### src/rtl/atten_pkg.sv
package atten_pkg;

  localparam int NUM_CH   = 2;
  localparam int CH_LEFT  = 0;
  localparam int CH_RIGHT = 1;

  // Linear factor for a cut of 'step' dB, scaled by 2**frac and rounded.
  function automatic int db_gain(input int step, input int frac);
    real scale_v;
    real ratio;
    scale_v = 2.0 ** frac;
    ratio   = 10.0 ** (-real'(step) / 20.0);
    return $rtoi(scale_v * ratio + 0.5);
  endfunction

endpackage

### src/rtl/atten_gain_rom.sv
module atten_gain_rom #(
  parameter int CODE_W    = 6,
  parameter int GAIN_W    = 16,
  parameter int GAIN_FRAC = 15
) (
  input  logic [CODE_W-1:0] code,
  output logic [GAIN_W-1:0] gain
);
  localparam int DEPTH = 2 ** CODE_W;

  logic [GAIN_W-1:0] lut [DEPTH];

  for (genvar i = 0; i < DEPTH; i++) begin : g_entry
    localparam int GV = atten_pkg::db_gain(i, GAIN_FRAC);
    assign lut[i] = GV[GAIN_W-1:0];
  end

  assign gain = lut[code];
endmodule

### src/rtl/atten_scale.sv
module atten_scale #(
  parameter int SAMPLE_W  = 24,
  parameter int GAIN_W    = 16,
  parameter int GAIN_FRAC = 15
) (
  input  logic [SAMPLE_W-1:0] sample,
  input  logic [GAIN_W-1:0]   gain,
  output logic [SAMPLE_W-1:0] result
);
  localparam int PW = SAMPLE_W + GAIN_W + 1;
  localparam logic signed [PW-1:0] HALF =
    {{(PW-GAIN_FRAC){1'b0}}, 1'b1, {(GAIN_FRAC-1){1'b0}}};
  localparam logic signed [PW-1:0] HI =
    {{(PW-SAMPLE_W+1){1'b0}}, {(SAMPLE_W-1){1'b1}}};
  localparam logic signed [PW-1:0] LO =
    {{(PW-SAMPLE_W+1){1'b1}}, {(SAMPLE_W-1){1'b0}}};

  logic signed [PW-1:0] s_ext, g_ext, prod, biased, shifted;

  always_comb begin
    s_ext   = PW'($signed(sample));
    g_ext   = PW'($signed({1'b0, gain}));
    prod    = s_ext * g_ext;
    biased  = prod + HALF;
    shifted = biased >>> GAIN_FRAC;
    if (shifted > HI)      result = HI[SAMPLE_W-1:0];
    else if (shifted < LO) result = LO[SAMPLE_W-1:0];
    else                   result = shifted[SAMPLE_W-1:0];
  end
endmodule

### src/rtl/atten_lane.sv
module atten_lane #(
  parameter int SAMPLE_W  = 24,
  parameter int CODE_W    = 6,
  parameter int GAIN_W    = 16,
  parameter int GAIN_FRAC = 15
) (
  input  logic                clk,
  input  logic                rst_n,
  input  logic                take,
  input  logic                fire,
  input  logic [SAMPLE_W-1:0] sample,
  input  logic [CODE_W-1:0]   code,
  output logic [CODE_W-1:0]   code_q,
  output logic [SAMPLE_W-1:0] result_q
);
  logic [SAMPLE_W-1:0] sample_q;
  logic [GAIN_W-1:0]   gain;
  logic [SAMPLE_W-1:0] scaled;

  // Stage 1: the code and the sample are captured together
  always_ff @(posedge clk or negedge rst_n) begin
    if (!rst_n) begin
      code_q   <= '0;
      sample_q <= '0;
    end else if (take) begin
      code_q   <= code;
      sample_q <= sample;
    end
  end

  atten_gain_rom #(.CODE_W(CODE_W), .GAIN_W(GAIN_W), .GAIN_FRAC(GAIN_FRAC)) u_rom (
    .code (code_q),
    .gain (gain)
  );

  atten_scale #(.SAMPLE_W(SAMPLE_W), .GAIN_W(GAIN_W), .GAIN_FRAC(GAIN_FRAC)) u_scale (
    .sample (sample_q),
    .gain   (gain),
    .result (scaled)
  );

  // Stage 2: the result register updates only when a frame leaves
  always_ff @(posedge clk or negedge rst_n) begin
    if (!rst_n)    result_q <= '0;
    else if (fire) result_q <= scaled;
  end
endmodule

### src/rtl/stereo_atten.sv
module stereo_atten #(
  parameter int SAMPLE_W  = 24,
  parameter int CODE_W    = 6,
  parameter int GAIN_W    = 16,
  parameter int GAIN_FRAC = 15
) (
  input  logic                clk,
  input  logic                rst_n,
  input  logic                in_valid,
  input  logic [SAMPLE_W-1:0] in_left,
  input  logic [SAMPLE_W-1:0] in_right,
  input  logic [CODE_W-1:0]   atten_left,
  input  logic [CODE_W-1:0]   atten_right,
  output logic                out_valid,
  output logic [SAMPLE_W-1:0] out_left,
  output logic [SAMPLE_W-1:0] out_right
);
  localparam int NCH = atten_pkg::NUM_CH;

  logic                stage_valid;
  logic                code_take;
  logic                frame_fire;
  logic [SAMPLE_W-1:0] lane_in   [NCH];
  logic [CODE_W-1:0]   lane_code [NCH];
  logic [CODE_W-1:0]   lane_cq   [NCH];
  logic [SAMPLE_W-1:0] lane_out  [NCH];

  // Named internal events for the checker
  logic [CODE_W-1:0] code_q_left;
  logic [CODE_W-1:0] code_q_right;

  assign code_take  = in_valid;
  assign frame_fire = stage_valid;

  assign lane_in[atten_pkg::CH_LEFT]    = in_left;
  assign lane_in[atten_pkg::CH_RIGHT]   = in_right;
  assign lane_code[atten_pkg::CH_LEFT]  = atten_left;
  assign lane_code[atten_pkg::CH_RIGHT] = atten_right;

  for (genvar c = 0; c < NCH; c++) begin : g_lane
    atten_lane #(
      .SAMPLE_W(SAMPLE_W), .CODE_W(CODE_W), .GAIN_W(GAIN_W), .GAIN_FRAC(GAIN_FRAC)
    ) u_lane (
      .clk      (clk),
      .rst_n    (rst_n),
      .take     (code_take),
      .fire     (frame_fire),
      .sample   (lane_in[c]),
      .code     (lane_code[c]),
      .code_q   (lane_cq[c]),
      .result_q (lane_out[c])
    );
  end

  always_ff @(posedge clk or negedge rst_n) begin
    if (!rst_n) begin
      stage_valid <= 1'b0;
      out_valid   <= 1'b0;
    end else begin
      stage_valid <= in_valid;
      out_valid   <= stage_valid;
    end
  end

  assign code_q_left  = lane_cq[atten_pkg::CH_LEFT];
  assign code_q_right = lane_cq[atten_pkg::CH_RIGHT];
  assign out_left     = lane_out[atten_pkg::CH_LEFT];
  assign out_right    = lane_out[atten_pkg::CH_RIGHT];
endmodule

### config.mk
export PLATFORM = sky130hd
export DESIGN_NAME = stereo_atten
export DESIGN_NICKNAME = d
export VERILOG_FILES = /design/src/rtl/atten_pkg.sv /design/src/rtl/atten_gain_rom.sv /design/src/rtl/atten_scale.sv /design/src/rtl/atten_lane.sv /design/src/rtl/stereo_atten.sv
export SDC_FILE = /design/constraint.sdc
export NUM_CORES = 2
export LEC_CHECK = 0
export BUFFER_PORTS_ARGS = -buffer_cell sky130_fd_sc_hd__buf_2
export CORE_ASPECT_RATIO = 0.9
export CORE_MARGIN = 1
export CORE_UTILIZATION = 30
export DETAILED_ROUTE_END_ITERATION = 10
export SLEW_MARGIN = 20
export SYNTH_ARGS = -nofsm -noshare
export SYNTH_HDL_FRONTEND = slang
export SYNTH_SLANG_ARGS = --single-unit
### constraint.sdc
create_clock -name clk -period 21.2 [get_ports clk]
set_clock_uncertainty 0.15 [all_clocks]
set_input_delay 6.36 -clock clk [delete_from_list [all_inputs] [get_ports clk]]
set_output_delay 6.36 -clock clk [all_outputs]
set_load 0.02 [all_outputs]
=== After elaboration in Yosys (flattened, before gate mapping) ===
Memories as Yosys holds them, arrays and structs flattened.
Index checks and enable logic that the tools add are counted.

* Add/subtract/negate cells: 2
* Multiply operators: 2
* $lt $le $gt $ge: 6
* Muxes and demuxes: 8
* Bitwise logic cells: 2

{| class="wikitable"
|+ Operators by type and width
! operator !! count
|-
| two-way mux 24 bit || 4
|-
| adder 41 x 16 -> 41 bit, second input constant || 2
|-
| multiplier 24 x 17 -> 41 bit || 2
|-
| two-way mux 16 bit || 4
|-
| greater-than comparator 26 x 24 -> 1 bit, second input constant || 2
|-
| less-than comparator 26 x 24 -> 1 bit, second input constant || 2
|-
| greater-or-equal comparator 7 bit, second input constant || 2
|-
| NOT 6 -> 7 bit || 2
|}

* Register bits: 110
* Memory bits (read-only): 2048
* Input port bits: 63
* Output and inout port bits: 49
* Word-level logic and storage cells: 30
* Memories kept: 2

{| class="wikitable"
|+ Memories
! memory !! depth !! bits a word !! rd ports !! clocked after memory_dff !! write ports !! line !! text
|-
| (no name shown) || 64 || 16 || 1 || 0 || 0 || atten_gain_rom.sv:18 || <nowiki>assign gain = lut[code];</nowiki>
|-
| (no name shown) || 64 || 16 || 1 || 0 || 0 || atten_gain_rom.sv:18 ||
|}

=== Longest topological paths before layout ===
* Word-level depth: 9
* Gate-level depth with buffers: 37
* Gate-level depth less buffers: 34

=== Modules after synthesis ===
A second synthesis with hierarchy kept.

* Cell total of the unflattened synthesis: 3883
* Area total of the unflattened synthesis: 35871.9 µm²

{| class="wikitable"
|+ Modules (own cells, without submodules)
! module !! times used !! cells an instance !! area an instance (µm²) !! seq. area each (µm²)
|-
| atten_scale (g_lane[0].u_lane.u_scale) || 1 || 1641 || 14594.0 || 0.0
|-
| atten_scale (g_lane[1].u_lane.u_scale) || 1 || 1651 || 14592.7 || 0.0
|-
| atten_lane || 2 || 114 || 2108.3 || 1351.3
|-
| atten_gain_rom (g_lane[1].u_lane.u_rom) || 1 || 190 || 1228.7 || 0.0
|-
| atten_gain_rom (g_lane[0].u_lane.u_rom) || 1 || 171 || 1189.9 || 0.0
|-
| stereo_atten || 1 || 2 || 50.0 || 50.0
|}

=== Worst setup path before layout ===
OpenSTA, ideal clock, no wires.

* Kind: reg2reg
* From: reg g_lane[0].u_lane.code_q[0]
* To: reg g_lane[0].u_lane.result_q[0]
* Arrival time: 8.378 ns
* Required time: 20.924 ns
* Slack: 12.546 ns
* Cell stages (with the launch flop): 35
* Buffers on the path: 4
* Period minus slack after synthesis: 8.654 ns
* Cells stage by stage: dfrtp_1 -> clkbuf_1 -> inv_1 -> ha_1 -> clkbuf_1 -> nor2b_1 -> a21oi_1 -> a21oi_1 -> nand2_1 -> o21ai_0 -> a221oi_1 -> clkbuf_1 -> and2_1 -> fa_1 -> inv_1 -> fa_1 -> inv_1 -> fa_1 -> fa_1 -> fa_1 -> inv_1 -> fa_1 -> inv_1 -> ha_1 -> nand2_1 -> o21ai_0 -> a211oi_1 -> o31a_1 -> a21oi_1 -> or2_1 -> a311oi_2 -> o311ai_4 -> buf_4 -> o21ai_0 -> a21oi_1

* Word-level cells in the longest chain between the ends: 9

{| class="wikitable"
|+ RTL lines
! element !! line !! text
|-
| start: declaration || atten_lane.sv:13 || <nowiki>output logic [CODE_W-1:0] code_q,</nowiki>
|-
| start signal: assignment || atten_lane.sv:26 || <nowiki>code_q <= code;</nowiki>
|-
| NOT 6 -> 7 bit (not written as such) (*) || atten_gain_rom.sv:18 ||
|-
| memory (64 x 16 bit) (*) || n/a ||
|-
| two-way mux 16 bit (not written as such) (*) (2 in a row) || atten_gain_rom.sv:18 ||
|-
| multiplier 24 x 17 -> 41 bit (*) || atten_scale.sv:23 || <nowiki>prod = s_ext * g_ext;</nowiki>
|-
| adder 41 x 16 -> 41 bit (*) || atten_scale.sv:24 || <nowiki>biased = prod + HALF;</nowiki>
|-
| less-than comparator 26 x 24 -> 1 bit || atten_scale.sv:27 || <nowiki>else if (shifted < LO) result = LO[SAMPLE_W-1:0];</nowiki>
|-
| two-way mux 24 bit || atten_scale.sv:27 ||
|-
| two-way mux 24 bit (*) || atten_scale.sv:26 || <nowiki>if (shifted > HI) result = HI[SAMPLE_W-1:0];</nowiki>
|-
| end signal: assignment || atten_lane.sv:45 || <nowiki>else if (fire) result_q <= scaled;</nowiki>
|-
| end: declaration || atten_lane.sv:14 || <nowiki>output logic [SAMPLE_W-1:0] result_q</nowiki>
|}

Mark *: on every way between the ends. The rest lies on a longest branch, timed or not. The select of a mux whose other input is x is not followed.
A chain may end at the register's enable or synchronous reset.

=== Final worst setup path ===
* From: reg g_lane[1].u_lane.code_q[0]
* To: reg g_lane[1].u_lane.result_q[0]

* Word-level cells in the longest chain between the ends: 9

{| class="wikitable"
|+ RTL lines
! element !! line
|-
| start: declaration || atten_lane.sv:13
|-
| start signal: assignment || atten_lane.sv:26
|-
| NOT 6 -> 7 bit (not written as such) (*) || atten_gain_rom.sv:18
|-
| memory (64 x 16 bit) (*) || n/a
|-
| two-way mux 16 bit (not written as such) (*) (2 in a row) || atten_gain_rom.sv:18
|-
| multiplier 24 x 17 -> 41 bit (*) || atten_scale.sv:23
|-
| adder 41 x 16 -> 41 bit (*) || atten_scale.sv:24
|-
| less-than comparator 26 x 24 -> 1 bit || atten_scale.sv:27
|-
| two-way mux 24 bit || atten_scale.sv:27
|-
| two-way mux 24 bit (*) || atten_scale.sv:26
|-
| end signal: assignment || atten_lane.sv:45
|-
| end: declaration || atten_lane.sv:14
|}

Marks and branches as above.

==> impl_metrics.csv <==
group,metric,value,unit
grt,grt_pass1_wl,152.0,mm
timing,finalSetupViolations,0,
floorplan,die_y,328.2,µm
worst_setup_path,timing.critical_path.mode_cell,"fa_1",
worst_hold_path,hold_end,"g_lane[0].u_lane.code_q[5]$_DFFE_PN0P_",
route,routed_wire_length,92.87,mm
grt,gr-max-usage-layer,"met2",
route,drt-wirelength-per-cell,16.86,µm
clocking,path_clk_slew,0.11,ns
run,timing.max_cap.violations,0,
placement,port-buffer-count,111,
grt,global_routing_usage_on_met3,2.873,%
clocking,clockRootBuffer,"clkbuf_16",
clocking,cts-resized-gates,0,
worst_hold_path,min-delay-start,"g_lane[0].u_lane.code_q[5]$_DFFE_PN0P_",
worst_setup_path,timing.reg2reg.setup_slack,11.12,ns
grt,grt_max_degree,67,
grt,globalRoute.totalOverflow,0,
worst_setup_path,cpPeakStageDelay,0.81,ns
worst_setup_path,timing.critical_path.fanout_max,24,
timing,pnr_worst_setup_slack,11.12,ns
worst_setup_path,crit-reg2reg-capture,"g_lane[1].u_lane.result_q[0]$_DFFE_PN0P_",
layout,syn_to_final_growth,7.029,%
placement,pre_cts_slack,11.07,ns
route,post_route_antenna_net_violation_count,0,
logic_synthesis,synth_seq_cells,110,
logic_synthesis,synth.net_count,5026,
logic_synthesis,ys_dominant_reg_cell,"dfrtp_1",
logic_synthesis,synth-edff-count,0,
logic_synthesis,synth_area,35460,µm²
worst_setup_path,setup.worst_path.start_class,"register",
grt,gr-usage-met2,26.07,%
placement,post-dp-hpwl,74.29,mm
clocking,tritoncts,"done",
floorplan,die-width,364.4,µm
clocking,ctsLongestPathBuffers,2,
layout,fillCellCount,12292,
logic_synthesis,synth_seq_area_share,7.763,%
layout,layout-drive-gt1-share,7.297,%
floorplan,fp.coreArea,117000,µm²
logic_synthesis,async_flop_share,100.0,%
clocking,cts_setup_buffers,0,
timing,max_slew.worst_pin.slew,1.119,ns
placement,gp_congestion,0.8646,
route,drtIter0Drc,1555,
worst_setup_path,worst_ep_arrival_time,10.25,ns
clocking,cts-htree-levels,3,
timing,rsz0062_at_grt,"no",
timing,final.setup.tns,0,ns
worst_setup_path,cp_num_buf_inv,5,
layout,net_total_in_the_final_layout,5001,
worst_setup_path,crit_slowest_cell,"a2111oi_1",
logic_synthesis,post_synth_cell_types,86,
floorplan,num_io_pins,112,
worst_hold_path,min_path_type,"reg2reg",
timing,final-max-slew-violation-count,0,
layout,area.sequential,2754,µm²
worst_setup_path,setup.worst_path.end_class,"register",
outcome,outcome,"finished, final reports clean",
route,detailroute.via_count,25865,
clocking,post_cts_hold_buffer_count,0,
timing,achievable-frequency,99.20,MHz
timing,finalHoldViolCount,0,
layout,multi_input_gate_area_in_the_final_layout,28320,µm²
clocking,worst_skew_pair.late_latency,0.44,ns
logic_synthesis,ys_warn_count,0,
timing,timing.slew.headroom,25.13,%
layout,utilization,32.43,%
route,detailedRoute.firstPassIterationCount,5,
route,avgViaCountPerCell,4.696,
grt,grt.total_usage,16.22,%
floorplan,core_rows,119,
layout,most-common-layout-cells,"992 x inv_1, 752 x fa_1, 423 x and2_1, 384 x nand2_1, 258 x ha_1",
grt,antenna_found_initial,3,
grt,number_of_global_route_vias_before_repair,27439,
worst_setup_path,worst_r2r_src,"g_lane[1].u_lane.code_q[0]$_DFFE_PN0P_",
timing,period_needed,10.08,ns
layout,final_common_cell,"inv_1",
clocking,cts_inserted_buffers,9,
timing,fin_hold_ws,0.3736,ns
worst_setup_path,path_class,"reg2reg",
logic_synthesis,postSynthCellCount,3953,
worst_setup_path,critPathRequiredTime,21.37,ns
grt,routing_usage_on_met1,22.77,%
route,route.detailed.drc,0,
worst_setup_path,worst_path_dominant_cell_family,"adder cells",
floorplan,initial_utilization,30.30,%
logic_synthesis,syn-mean-instance-area,8.970,µm²
floorplan,die_area,119600,µm²
clocking,clock_sinks,110,
worst_setup_path,r2r.worst_path.cells,28,
worst_hold_path,min_path_cells,1,
timing,fin_crit_sh,47.55,%
==> cells by family after synthesis <==
| family | after synthesis | synth area share, % |
|---|---|---|
| flops | 110 | 7.763 |
| buf+inv | 1178 | 12.62 |
| xor+xnor | 62 | 1.531 |
| mux | 64 | 2.170 |
| compound gates | 402 | 7.936 |
| simple gates | 1127 | 16.42 |
| fa+ha+maj | 1010 | 51.56 |
==> metal layers <==
layer | vias up | share of wire (%)
met4 | 4 | 1.5
met3 | 82 | 6.0
li1 | 11768 | -
met5 | - | 0.030
met2 | 651 | 47
met1 | 13360 | 46
==> through the flow <==
step                      instance area [µm²]  instances
after floorplan                         35460       3953
after global placement                  37610       5489
after detailed placement                37610       5489
after CTS                               37940       5505
after global routing                    37950       5506
final                                   37950       5508
==> synthesized netlist by cell type (6+ instances only) <==
cell / instances / area (µm²)
nand4_1: 14 / 87.58
buf_1: 10 / 37.54
a311oi_1: 8 / 70.07
or3_1: 7 / 43.79
and3_1: 33 / 206.5
inv_1: 992 / 3724
o211ai_1: 13 / 97.59
nand2b_1: 26 / 162.7
a211oi_1: 21 / 157.7
a21o_1: 31 / 232.7
o21a_1: 9 / 67.56
dfrtp_1: 110 / 2753
a21oi_1: 129 / 645.6
xnor2_1: 35 / 306.5
mux2_2: 53 / 596.8
a221oi_1: 7 / 61.31
a31oi_1: 17 / 106.4
a21boi_0: 7 / 52.55
ha_1: 258 / 3228
nand2_1: 384 / 1441
nor2b_1: 70 / 437.9
nor2_1: 100 / 375.4
o21ai_0: 76 / 380.4
buf_2: 7 / 35.03
o221ai_2: 20 / 300.3
xor2_1: 27 / 236.5
nand3_1: 24 / 120.1
clkbuf_1: 159 / 596.8
nor3_1: 18 / 90.09
fa_1: 752 / 15050
o21bai_1: 6 / 45.04
and2_1: 423 / 2646
mux2i_1: 6 / 60.06
==> layout make-up <==
type                            instances  share of cell area, %
Multi-Input combinational cell       2665                  74.61
Antenna cell                            2                0.01319
Inverter                              993                  9.821
Tap cell                             1573                  5.186
Timing Repair Buffer                  149                  2.232
Sequential cell                       110                  7.256
Clock inverter                          7                 0.2835
Clock buffer                            9                 0.5934
==> worst max-delay path by stage <==
stage | to | startpoint | slack (ns) | cells after the start
2_1_floorplan | g_lane[0].u_lane.result_q[0]$_DFFE_PN0P_ | g_lane[0].u_lane.code_q[0]$_DFFE_PN0P_ | 12.55 | 34
3_3_place_gp | g_lane[1].u_lane.result_q[0]$_DFFE_PN0P_ | g_lane[1].u_lane.code_q[5]$_DFFE_PN0P_ | 11.11 | 25
3_5_place_dp | g_lane[1].u_lane.result_q[1]$_DFFE_PN0P_ | g_lane[1].u_lane.code_q[1]$_DFFE_PN0P_ | 11.07 | 30
4_1_cts | g_lane[1].u_lane.result_q[0]$_DFFE_PN0P_ | g_lane[1].u_lane.code_q[1]$_DFFE_PN0P_ | 11.03 | 30
5_1_grt | g_lane[1].u_lane.result_q[0]$_DFFE_PN0P_ | g_lane[1].u_lane.code_q[0]$_DFFE_PN0P_ | 10.58 | 28
6_report | g_lane[1].u_lane.result_q[0]$_DFFE_PN0P_ | g_lane[1].u_lane.code_q[0]$_DFFE_PN0P_ | 11.12 | 28
==> worst reg2reg max path: cells and delay by family, from the launching register on <==
family          cells  cell delay, ns
fa+ha+maj           8            3.82
compound gates      8            2.90
flops               1            0.59
buf+inv             5            0.40
mux                 1            0.48
xor+xnor            1            0.20
simple gates        5            1.47
==> sequential cells by signal, summed over array words and instances, names as in the netlist <==
name	count
g_lane.u_lane.result_q	48
g_lane.u_lane.sample_q	48
out_valid	1
frame_fire	1
g_lane.u_lane.code_q	12
Power is not shown: default switching activity piles up to over one toggle a cycle in this logic, so the estimate is an artifact.
